### src/rtl/selfprog_pkg.sv
package selfprog_pkg;

  localparam int CMD_W = 5;

  localparam logic [CMD_W-1:0] PAT_FILL  = 5'b00001;
  localparam logic [CMD_W-1:0] PAT_ERASE = 5'b00011;
  localparam logic [CMD_W-1:0] PAT_WRITE = 5'b00101;
  localparam logic [CMD_W-1:0] PAT_RDCFG = 5'b01001;
  localparam logic [CMD_W-1:0] PAT_CLEAR = 5'b10001;

  localparam int BIT_EN    = 0;
  localparam int BIT_ERASE = 1;
  localparam int BIT_WRITE = 2;
  localparam int BIT_RDCFG = 3;
  localparam int BIT_CLEAR = 4;

  typedef enum logic [2:0] {
    MODE_IDLE,
    MODE_FILL,
    MODE_ERASE,
    MODE_WRITE,
    MODE_RDCFG,
    MODE_CLEAR
  } mode_e;

  function automatic mode_e decode_mode(input logic [CMD_W-1:0] pat);
    case (pat)
      PAT_FILL:  decode_mode = MODE_FILL;
      PAT_ERASE: decode_mode = MODE_ERASE;
      PAT_WRITE: decode_mode = MODE_WRITE;
      PAT_RDCFG: decode_mode = MODE_RDCFG;
      PAT_CLEAR: decode_mode = MODE_CLEAR;
      default:   decode_mode = MODE_IDLE;
    endcase
  endfunction

endpackage

### src/rtl/selfprog_rstsync.sv
module selfprog_rstsync (
  input  logic clk,
  input  logic rst_n_in,
  output logic rst_n_out
);

  logic [1:0] sync_q;

  always_ff @(posedge clk or negedge rst_n_in) begin
    if (!rst_n_in) sync_q <= 2'b00;
    else           sync_q <= {sync_q[0], 1'b1};
  end

  assign rst_n_out = sync_q[1];

endmodule

### src/rtl/selfprog_pagebuf.sv
module selfprog_pagebuf #(
  parameter int WORDS = 32,
  parameter int DW    = 16,
  localparam int IW   = $clog2(WORDS)
) (
  input  logic          clk,
  input  logic          rst_n,
  input  logic          wr_en,
  input  logic [IW-1:0] wr_idx,
  input  logic [DW-1:0] wr_data,
  input  logic          clr,
  input  logic [IW-1:0] rd_idx,
  output logic [DW-1:0] rd_data,
  output logic          rd_valid
);

  logic [DW-1:0] data_q [WORDS];
  logic [WORDS-1:0] vld_q, vld_d;

  for (genvar g = 0; g < WORDS; g++) begin : g_word
    logic hit;
    assign hit = wr_en && (wr_idx == IW'(g));

    always_comb begin
      vld_d[g] = vld_q[g];
      if (clr)      vld_d[g] = 1'b0;
      else if (hit) vld_d[g] = 1'b1;
    end

    always_ff @(posedge clk or negedge rst_n) begin
      if (!rst_n)   data_q[g] <= '0;
      else if (hit) data_q[g] <= wr_data;
    end
  end

  always_ff @(posedge clk or negedge rst_n) begin
    if (!rst_n) vld_q <= '0;
    else        vld_q <= vld_d;
  end

  assign rd_data  = data_q[rd_idx];
  assign rd_valid = vld_q[rd_idx];

  AST_CLEAR_ALL: assert property (@(posedge clk) disable iff (!rst_n)
    clr |=> (vld_q == '0));

  AST_FILL_SETS: assert property (@(posedge clk) disable iff (!rst_n)
    (wr_en && !clr) |=> vld_q[$past(wr_idx)]);

endmodule

### src/rtl/selfprog_cmdreg.sv
module selfprog_cmdreg
  import selfprog_pkg::*;
#(
  parameter int STORE_WIN = 4,
  parameter int LOAD_WIN  = 3,
  localparam int CW       = $clog2((STORE_WIN > LOAD_WIN ? STORE_WIN : LOAD_WIN) + 1)
) (
  input  logic             clk,
  input  logic             rst_n,
  input  logic             reg_we,
  input  logic [CMD_W-1:0] reg_wbits,
  input  logic             st_strobe,
  input  logic             ld_strobe,
  input  logic             mem_done,
  output logic [CMD_W-1:0] bits,
  output logic             busy,
  output logic             fill_go,
  output logic             clear_go,
  output logic             op_go,
  output logic             rdcfg_armed
);

  logic [CMD_W-1:0] bits_q, bits_d;
  logic [CW-1:0]    cnt_q, cnt_d;
  logic             busy_q, busy_d;
  mode_e            mode_q, mode_wr;
  logic             wr_legal, armed;

  assign mode_q   = decode_mode(bits_q);
  assign mode_wr  = decode_mode(reg_wbits);
  assign wr_legal = (mode_wr != MODE_IDLE);
  assign armed    = bits_q[BIT_EN] && !busy_q;

  always_comb begin
    bits_d   = bits_q;
    cnt_d    = cnt_q;
    busy_d   = busy_q;
    fill_go  = 1'b0;
    clear_go = 1'b0;
    op_go    = 1'b0;
    if (busy_q) begin
      if (mem_done) begin
        bits_d = '0;
        busy_d = 1'b0;
      end
    end else if (reg_we) begin
      if (wr_legal) begin
        bits_d = reg_wbits;
        cnt_d  = (mode_wr == MODE_RDCFG) ? CW'(LOAD_WIN) : CW'(STORE_WIN);
      end
    end else if (armed) begin
      if (mode_q == MODE_RDCFG) begin
        if (ld_strobe || cnt_q == CW'(1)) bits_d = '0;
        else                              cnt_d  = cnt_q - CW'(1);
      end else if (st_strobe) begin
        case (mode_q)
          MODE_FILL: begin
            fill_go = 1'b1;
            bits_d  = '0;
          end
          MODE_CLEAR: begin
            clear_go = 1'b1;
            bits_d   = '0;
          end
          MODE_ERASE, MODE_WRITE: begin
            op_go  = 1'b1;
            busy_d = 1'b1;
          end
          default: bits_d = '0;
        endcase
      end else if (cnt_q == CW'(1)) begin
        bits_d = '0;
      end else begin
        cnt_d = cnt_q - CW'(1);
      end
    end
  end

  always_ff @(posedge clk or negedge rst_n) begin
    if (!rst_n) begin
      bits_q <= '0;
      cnt_q  <= '0;
      busy_q <= 1'b0;
    end else begin
      bits_q <= bits_d;
      cnt_q  <= cnt_d;
      busy_q <= busy_d;
    end
  end

  assign bits        = bits_q;
  assign busy        = busy_q;
  assign rdcfg_armed = armed && (mode_q == MODE_RDCFG);

  AST_LEGAL_STATE: assert property (@(posedge clk) disable iff (!rst_n)
    (bits_q == '0) || (mode_q != MODE_IDLE));

  AST_EXPIRE: assert property (@(posedge clk) disable iff (!rst_n)
    (armed && cnt_q == CW'(1) && !reg_we && !st_strobe && !ld_strobe) |=> (bits_q == '0));

  AST_BUSY_HOLD: assert property (@(posedge clk) disable iff (!rst_n)
    (busy_q && !mem_done) |=> (busy_q && $stable(bits_q)));

  AST_BUSY_EN: assert property (@(posedge clk) disable iff (!rst_n)
    busy_q |-> bits_q[BIT_EN]);

  AST_DONE_CLEAR: assert property (@(posedge clk) disable iff (!rst_n)
    (busy_q && mem_done) |=> (!busy_q && bits_q == '0));

endmodule

### src/rtl/selfprog_ctl.sv
module selfprog_ctl
  import selfprog_pkg::*;
#(
  parameter int AW        = 16,
  parameter int DW        = 16,
  parameter int WORDS     = 32,
  parameter int STORE_WIN = 4,
  parameter int LOAD_WIN  = 3,
  localparam int IW       = $clog2(WORDS),
  localparam int PG_LSB   = IW + 1,
  localparam int PW       = AW - PG_LSB
) (
  input  logic          clk,
  input  logic          rst_n,
  input  logic          reg_we,
  input  logic [7:0]    reg_wdata,
  output logic [7:0]    reg_rdata,
  input  logic          st_strobe,
  input  logic          ld_strobe,
  input  logic [AW-1:0] ptr,
  input  logic [DW-1:0] wdata,
  input  logic [7:0]    fuse_bits,
  input  logic [7:0]    lock_bits,
  output logic          ld_valid,
  output logic [7:0]    ld_data,
  output logic          halt,
  output logic          mem_erase,
  output logic          mem_write,
  output logic [PW-1:0] mem_page,
  input  logic          mem_done,
  input  logic [IW-1:0] buf_idx,
  output logic [DW-1:0] buf_word,
  output logic          buf_valid
);

  logic             rst_n_s;
  logic [CMD_W-1:0] bits;
  logic             busy, fill_go, clear_go, op_go, rdcfg_armed;
  logic [PW-1:0]    page_q, page_d;

  selfprog_rstsync u_rst (
    .clk       (clk),
    .rst_n_in  (rst_n),
    .rst_n_out (rst_n_s)
  );

  selfprog_cmdreg #(
    .STORE_WIN (STORE_WIN),
    .LOAD_WIN  (LOAD_WIN)
  ) u_cmd (
    .clk         (clk),
    .rst_n       (rst_n_s),
    .reg_we      (reg_we),
    .reg_wbits   (reg_wdata[CMD_W-1:0]),
    .st_strobe   (st_strobe),
    .ld_strobe   (ld_strobe),
    .mem_done    (mem_done),
    .bits        (bits),
    .busy        (busy),
    .fill_go     (fill_go),
    .clear_go    (clear_go),
    .op_go       (op_go),
    .rdcfg_armed (rdcfg_armed)
  );

  selfprog_pagebuf #(
    .WORDS (WORDS),
    .DW    (DW)
  ) u_buf (
    .clk      (clk),
    .rst_n    (rst_n_s),
    .wr_en    (fill_go),
    .wr_idx   (ptr[IW:1]),
    .wr_data  (wdata),
    .clr      (clear_go),
    .rd_idx   (buf_idx),
    .rd_data  (buf_word),
    .rd_valid (buf_valid)
  );

  always_comb begin
    page_d = page_q;
    if (op_go) page_d = ptr[AW-1:PG_LSB];
  end

  always_ff @(posedge clk or negedge rst_n_s) begin
    if (!rst_n_s) page_q <= '0;
    else          page_q <= page_d;
  end

  assign reg_rdata = {{(8-CMD_W){1'b0}}, bits};
  assign halt      = busy;
  assign mem_erase = busy && bits[BIT_ERASE];
  assign mem_write = busy && bits[BIT_WRITE];
  assign mem_page  = page_q;
  assign ld_valid  = ld_strobe && rdcfg_armed;
  assign ld_data   = ld_valid ? (ptr[0] ? fuse_bits : lock_bits) : 8'h00;

  AST_REQ_EXCL: assert property (@(posedge clk) disable iff (!rst_n_s)
    !(mem_erase && mem_write));

  AST_REQ_HALT: assert property (@(posedge clk) disable iff (!rst_n_s)
    (mem_erase || mem_write) |-> halt);

  AST_PAGE_STABLE: assert property (@(posedge clk) disable iff (!rst_n_s)
    (halt && !mem_done) |=> $stable(mem_page));

endmodule

### config.mk
export PLATFORM = sky130hd
export DESIGN_NAME = selfprog_ctl
export DESIGN_NICKNAME = d
export VERILOG_FILES = /design/src/rtl/selfprog_pkg.sv /design/src/rtl/selfprog_rstsync.sv /design/src/rtl/selfprog_pagebuf.sv /design/src/rtl/selfprog_cmdreg.sv /design/src/rtl/selfprog_ctl.sv
export SDC_FILE = /design/constraint.sdc
export NUM_CORES = 1
export LEC_CHECK = 0
export BUFFER_PORTS_ARGS = -buffer_cell sky130_fd_sc_hd__clkbuf_2
export CORE_UTILIZATION = 50
export CTS_CLUSTER_DIAMETER = 80
export CTS_CLUSTER_SIZE = 12
export DETAILED_ROUTE_END_ITERATION = 8
export GPL_TIMING_DRIVEN = 0
export PLACE_DENSITY = 0.71
export SYNTH_ARGS = -nofsm -noshare
export SYNTH_HDL_FRONTEND = slang
export SYNTH_SLANG_ARGS = --single-unit
### constraint.sdc
create_clock -name clk -period 21.4 [get_ports clk]
set_input_delay 2.14 -clock clk [delete_from_list [all_inputs] [get_ports clk]]
set_output_delay 2.14 -clock clk [all_outputs]
set_load 0.05 [all_outputs]
==> results of run 1 <==
## flip-flops by register name, indices dropped and copies added (netlist names)
signal        cells
u_cmd.cnt_q       3
mem_page         10
u_buf.vld_q      32
u_buf.data_q    512
u_cmd.bits        5
u_rst.sync_q      2
u_cmd.busy        1
## final cells by class
cell class | count | area [µm²]
clock buffer | 57 | 1380
multi-input combinational | 866 | 11100
fill | 3979 | 22400
buffer | 138 | 677
inverter | 37 | 139
timing repair buffer | 111 | 751
clock inverter | 2 | 20.0
antenna | 1 | 2.50
tap | 680 | 851
sequential | 565 | 14100
## logic make-up (layout without fill, tap and decap cells)
family,count (synthesis),after routing,synth area share
other cells,2,5,0.000289
fa+ha+maj,2,2,0.000962
simple gates,85,85,0.0212
buf+inv,175,345,0.0314
mux,718,718,0.387
xor+xnor,1,1,0.000337
compound gates,56,56,0.0157
flops,565,565,0.544
## per-layer routing
| layer | part of all wire | track usage |
|---|---|---|
| met1 | 0.43 | 0.326 |
| met2 | 0.50 | 0.405 |
| met3 | 0.042 | 0.0327 |
| met4 | 0.028 | 0.0834 |
| met5 | 0.00021 | 0 |
## worst max-delay path by stage
stage | to | cells past startpoint
global placement | u_buf.vld_q[16] | 0
CTS | buf_word[0] | 7
finish | buf_word[0] | 7
global route | buf_word[14] | 7
detailed placement | buf_word[0] | 7
floorplan | mem_page[0] | 0
## cells in the final DEF (no fill, tap or decap), drive strengths merged, types with 3 or more instances in the layout
cell type / netlist / routed
nor3b: 3 / 3
buf: 66 / 75
mux4: 168 / 168
and2: 3 / 3
conb: 2 / 4
inv: 37 / 39
nor2: 12 / 12
mux2: 538 / 538
nor2b: 3 / 3
mux2i: 12 / 12
nor3: 3 / 3
a21boi: 32 / 32
o21ai: 8 / 8
and4b: 3 / 3
nand2: 38 / 38
nand3: 3 / 3
dfrtp: 565 / 565
clkbuf: 72 / 231
## metrics by stage
step	hold WS (ps)	setup WS, ps	total power [µW]	TNS [ps]	utilization
3_3_place_gp	336	-1070	1730	-557880	0.533
5_1_grt	375	13980	2680	0	0.565
4_1_cts	361	14030	2600	0	0.565
6_report	353	14030	2570	0	0.565
3_5_place_dp	346	14040	1760	0	0.537
2_1_floorplan	331	4490	1630	0	-
## worst register-to-register path, delay by kind of cell (launching register included)
family,cells,cell delay (ps)
and+or+nand+nor,4,970
buffers and inverters,3,790
DFF,1,400
muxes,1,360
## power by group through the flow
stage	Clock, µW	Sequential [µW]	Combinational [µW]
floorplan	0	1350	276
global placement	0	1320	411
detailed placement	0	1310	449
CTS	857	1290	450
global route	892	1310	478
finish	838	1290	442
==> key figures, run 1 <==
Synthesis
  • Post-synth EDFFs: 0
  • Sequential area share after synthesis: 0.544
  • Most area-consuming cells after synthesis: dfrtp_1 54%, mux2_2 16%, mux4_2 12%
  • Area leader, netlist: dfrtp_1
  • Mapped Cells: 1604
  • Synth warn: 0
  • Post-synth ARST share: 1.00
  • Top cells by count, synth: 565 x dfrtp_1, 362 x mux2_2, 176 x mux2_1
  • Main synth FF type: dfrtp_1
  • Synth Register Bits: 565
  • Number of unique standard cell types used by synthesis: 54
  • Most frequent cell after synthesis: dfrtp_1
  • Cell Area, Synth: roughly 26000 µm²
  • Syn Area/Cell: 16.2 µm²
  • Top cell type's share of synthesized area: 0.544

Global routing
  • Gr usage total: 0.242
  • Overflow left after global routing: 0
  • Largest net degree at the start of global routing: 76
  • Number of global-route vias before repair: 15900
  • Initial antenna violation count: 2
  • Global-route wire length before repair: 96.0 mm

Critical path
  • Arrival @ worst endpoint: 5230 ps
  • Crit start category: input pin
  • Setup crit start: buf_idx[1]
  • R2R cell count: 8
  • CP Class: input pin to output pin
  • Crit-path cells: clkbuf_1 > buf_2 > buf_1 > mux4_2 > mux4_2 > mux2_2 > clkbuf_2
  • Most frequent CP cell: mux4_2
  • CP Capture Type: output pin
  • Slowest cell on crit path: buf_1
  • RR Endpoint: u_buf.data_q[429]
  • FF-to-FF setup slack: 18770 ps
  • Cell family with most CP delay: buffers and inverters
  • CP bufs+invs: 4
  • WP data required: 19260 ps
  • CP max stage delay: just under 700 ps
  • CP max FO: 10
  • R2r startpoint: u_cmd.busy

Final layout
  • Fin area: a little under 30000 µm²
  • Final Net Count: between 1500 and 2000
  • P&R area growth vs syn: 11.6%
  • Finished Layout Cells: about 2500
  • Fraction of layout cells with a size suffix above 1: 0.432

STA
  • Final Hold Fails: 0
  • Slew Viols, Final: 0
  • Relative slew slack: 0.306
  • RSZ-0062 raised after global routing: no
  • Final setup viols: 0
  • Minimum clock period: approximately 7400 ps
  • Final Cycle Share: 0.344
  • Least-Margin Pin Slew: 1040 ps
  • Highest clock rate: 136 MHz
  • Clock Skew: between 20 and 30 ps

Run status
  • Status: finished, final reports clean

Place
  • Dpl hpwl: 45.1 mm
  • Count of input and output buffers: 102
  • DP Area: 27600 µm²
  • Placer's final routability congestion estimate: 0.832
  • Placed Instances: 2397

Route
  • Wirelength, routed: a little over 60 mm
  • Vias per cell: a little under 6
  • Routed Antenna Nets: 0
  • Initial drt markers: 975
  • WL/cell: ~25 µm
  • Via count: 14600
  • DRC viols: 0
  • 1st-pass router iterations: 5

Power and ir drop
  • Cell internal pwr: 1870 µW
  • Pwr per Cell Area: 88.6 nW/µm²
  • Sw Share: 0.273
  • Combinational Power Share: 0.172
  • Seq pwr share: 0.503
  • Leak: approximately 0.015 µW
  • Power share of the clock group: 0.326
  • Sw power: 701 µW
  • Max IR drop VDD: 0.0823 mV

Min path
  • WHS Path Cells: 0
  • Hold path start: u_rst.sync_q[0]
  • HP Class: flip-flop to flip-flop
  • Hold endpoint: u_rst.sync_q[1]

Die
  • Die footprint: 52900 µm²
  • Die X: 230 µm
  • Rows: 83
  • Initial Util: 0.506
  • Die Y: approximately 230 µm
  • Total core area: 51400 µm²
  • IO Pins: about 110

Clock network
  • Clk_lat worst skew: 600 ps
  • Cts hold-fix bufs: 0
  • # resized after CTS: 0
  • Clock transition at the registers of the reported paths: 60 ps
  • CTS sink cnt: 565
  • TritonCTS buffer count: 53
  • Post-CTS Repair Setup Buffers: 0
  • CTS tree: built
  • Clk buf depth: 3
  • CTS root buffer: clkbuf_16
  • H-tree depth: 2

Flow run
  • Max_cap viols: 0
Power figures use the tool's default switching activity.
==> inputs of run 2 (changes only) <==
Settings changed: ABC_AREA set to 1, PLACE_DENSITY 0.71 to 0.73.
Clock period 21.4 ns to 6.6 ns, I/O delays scaled along.
==> key figures, run 2 <==
Die
  • Die X: 237 µm (was 230 µm)
  • Die Y: 237 µm (was 230 µm)
  • Die footprint: 56000 µm² (was 52900 µm²)
  • Initial Util: 0.508 (was 0.506)
  • Rows: 85 (was 83)
  • Total core area: 54100 µm² (was 51400 µm²)
  • IO Pins: 114 (unchanged)

Clock network
  • H-tree depth: 2 (unchanged)
  • # resized after CTS: 0 (unchanged)
  • CTS root buffer: clkbuf_16 (unchanged)
  • Clk buf depth: 3 (unchanged)
  • CTS tree: built (unchanged)
  • Clk_lat worst skew: 640 ps (was 600 ps)
  • TritonCTS buffer count: 53 (unchanged)
  • CTS sink cnt: 565 (unchanged)
  • Clock transition at the registers of the reported paths: 60 ps (about the same)

Global routing
  • Global-route wire length before repair: 148 mm (was 96.0 mm)
  • Overflow left after global routing: 0 (unchanged)
  • Largest net degree at the start of global routing: 73 (was 76)
  • Gr usage total: 0.355 (was 0.242)
  • Number of global-route vias before repair: 23600 (was 15900)
  • Initial antenna violation count: 2 (unchanged)

Synthesis
  • Number of unique standard cell types used by synthesis: 32 (was 54)
  • Most frequent cell after synthesis: nand2_1 (was dfrtp_1)
  • XOR/XNOR share of the synthesized area: 0.000318 (was 0.000337)
  • Synth Register Bits: 565 (unchanged)
  • Synth warn: 0 (unchanged)
  • Adder-Cell Fraction of Synth Area: 0.000909 (was 0.000962)
  • Main combinational cell family by area after synthesis: simple AND/OR/NAND/NOR gates (was multiplexers)
  • Post-synth ARST share: 1.00 (unchanged)
  • Most area-consuming cells after synthesis: dfrtp_1 51%, nand2_1 18%, o21ai_0 10% (was dfrtp_1 54%, mux2_2 16%, mux4_2 12%)
  • Synth Area in Compound Gates: 0.156 (was 0.0157)
  • Top cell type's share of synthesized area: 0.514 (was 0.544)
  • Cell Area, Synth: 27500 µm² (was 26000 µm²)
  • Simple-gate share of the synthesized area: 0.233 (was 0.0212)
  • Top cells by count, synth: 1309 x nand2_1, 565 x dfrtp_1, 549 x o21ai_0 (was 565 x dfrtp_1, 362 x mux2_2, 176 x mux2_1)
  • Mapped Cells: 3605 (was 1604)
  • Main synth FF type: dfrtp_1 (unchanged)
  • Post-synth EDFFs: 0 (unchanged)
  • Syn Area/Cell: 7.63 µm² (was 16.2 µm²)
  • Area leader, netlist: dfrtp_1 (unchanged)
  • Post-synthesis mux area share: 0.00291 (was 0.387)
  • Sequential area share after synthesis: 0.514 (was 0.544)

STA
  • Final setup viols: 0 (unchanged)
  • Final Hold Fails: 0 (unchanged)
  • Post-route setup TNS: 0 ps (unchanged)
  • Slew Viols, Final: 11 (was 0)
  • Highest clock rate: 237 MHz
  • Least-Margin Pin Slew: 1540 ps (was 1040 ps)
  • Hold slack: 239 ps (was 353 ps)
  • Minimum clock period: 4220 ps
  • RSZ-0062 raised after global routing: no (unchanged)
  • Relative slew slack: -0.0241 (was 0.306)
  • Final Cycle Share: 0.640
  • Clock Skew: 26.6 ps (was 27.1 ps)

Power and ir drop
  • Max IR drop VDD: 0.187 mV (was 0.0823 mV)
  • Leak: 0.0165 µW (was 0.0146 µW)
  • Pwr per Cell Area: 247 nW/µm² (was 88.6 nW/µm²)

Critical path
  • CP Capture Type: output pin (unchanged)
  • R2r startpoint: u_cmd.bits[1] (was u_cmd.busy)
  • Arrival @ worst endpoint: 3560 ps (was 5230 ps)
  • CP Class: input pin to output pin (unchanged)
  • WP data required: 5940 ps (was 19260 ps)
  • FF-to-FF setup slack: 3870 ps (was 18770 ps)
  • CP max FO: 10 (unchanged)
  • Crit start category: input pin (unchanged)
  • R2R cell count: 7 (was 8)
  • RR Endpoint: u_buf.vld_q[13] (was u_buf.data_q[429])

Place
  • DP Area: 29200 µm² (was 27600 µm²)
  • Placer's final routability congestion estimate: 1.05 (was 0.832)
  • Count of input and output buffers: 102 (unchanged)
  • Dpl hpwl: 70.3 mm (was 45.1 mm)
  • Placed Instances: 4414 (was 2397)

Route
  • WL/cell: 22.1 µm (was 25.1 µm)
  • Routed Antenna Nets: 0 (unchanged)
  • Via count: 25600 (was 14600)
  • Initial drt markers: 3589 (was 975)
  • Vias per cell: 5.73 (was 5.96)
  • DRC viols: 0 (unchanged)
  • Wirelength, routed: 98.7 mm (was 61.7 mm)
  • 1st-pass router iterations: 8 (was 5)

Min path
  • HP Class: input pin to flip-flop (was flip-flop to flip-flop)
  • WHS Path Cells: 3 (was 0)
  • Hold endpoint: mem_page[6] (was u_rst.sync_q[1])
  • Hold path start: ptr[12] (was u_rst.sync_q[0])

Flow run
  • Max_cap viols: 1 (was 0)

Final layout
  • Max reg flops: 512 (unchanged)
  • Final Net Count: 3843 (was 1841)
  • Top reg by flops: u_buf.data_q (unchanged)
  • Commonest non-fill, non-tap cell in the layout: nand2_1 (was dfrtp_1)
  • Commonest non-fill, non-tap cells in the layout: 1309 x nand2_1, 564 x dfrtp_1, 549 x o21ai_0 (was 564 x dfrtp_1, 362 x mux2_2, 176 x mux2_1)
  • P&R area growth vs syn: 11.1% (was 11.6%)
  • Fin area: 30600 µm² (was 29000 µm²)
  • Finished Layout Cells: 4475 (was 2457)
  • Fraction of layout cells with a size suffix above 1: 0.0858 (was 0.432)

Run status
  • Failing checks: max-capacitance violations, max-slew violations
  • Status: finished with violations (was finished, final reports clean)
-- run 2: cell types whose count changed in the layout (fill, tap and decap cells not counted), moves of 29 or more --
cell      change
mux4_2      -143
clkbuf_1     +55
nand2_1    +1303
nor2_1       +29
a21boi_0     -32
buf_2        +29
nand2_2      -32
a21oi_1     +300
nand3_1     +148
mux2_1      -176
o21ai_0     +541
inv_1       +309
mux2_2      -362
-- run 2: power breakdown --
| group | internal (µW) | switching, µW |
|---|---|---|
| clock network | 1460 | 1320 |
| logic | 254 | 821 |
| registers | 3600 | 80.0 |
-- run 2: stage by stage --
step | setup slack [ps] | utilization | total power, µW
final | 2380 | 0.565 | 7540
after global routing | 2340 | 0.565 | 7760
after CTS | 2550 | 0.565 | 7510
after detailed placement | 2570 | 0.539 | 4780
after global placement | -1040 | 0.534 | 4750
after floorplan | 1110 | - | 4370
-- run 2: how the worst max path moves through the flow --
stage | from | end | slack (ps) | cells past startpoint
finish | buf_idx[0] | buf_word[8] | 2380 | 12
global route | buf_idx[0] | buf_word[8] | 2340 | 12
CTS | buf_idx[1] | buf_word[3] | 2550 | 13
detailed placement | buf_idx[1] | buf_valid | 2570 | 13
global placement | u_rst.sync_q[1] | u_buf.data_q[216] | -1040 | 0
floorplan | u_rst.sync_q[1] | mem_page[0] | 1110 | 0
-- run 2: layer usage --
metal,up-vias,global-route usage,wire [µm]
li1,11700,-,-
met4,2,0.189,5930
met5,-,0,14
met3,247,0.112,13600
met1,12200,0.496,39200
met2,1563,0.491,39900
-- run 2: worst max-delay path: stages --
cell      delay [ps]
buf_2            370
buf_2            460
buf_1            740
a21oi_1          130
o21ai_0          130
nand3_1          160
nand2_1          130
nand2_1           50
nand2_1          140
nand2_1           70
nand2_1          180
clkbuf_2         310
-- run 2: cell families after synthesis --
family,after synthesis
other,2
flip-flops,565
AND/OR/NAND/NOR,1549
AO/OA/AOI/OAI,854
buffers and inverters,624
adder cells (fa/ha/maj),2
XOR/XNOR,1
multiplexers,8
-- run 2: final cells by class --
class	instances	area, µm²
Multi-Input combinational cell	2418	10800
Buffer	255	1160
Antenna cell	1	2.50
Clock inverter	3	25.0
Clock buffer	56	1380
Timing Repair Buffer	112	761
Fill cell	4958	23600
Sequential cell	565	14100
Inverter	369	1390
Tap cell	696	871
-- run 2: what timing repair did --
| item | in CTS | in global routing |
|---|---|---|
| hold buffers | 1 | 0 |
| setup buffers | 0 | 0 |
| hold endpoints to repair | 2 | 0 |
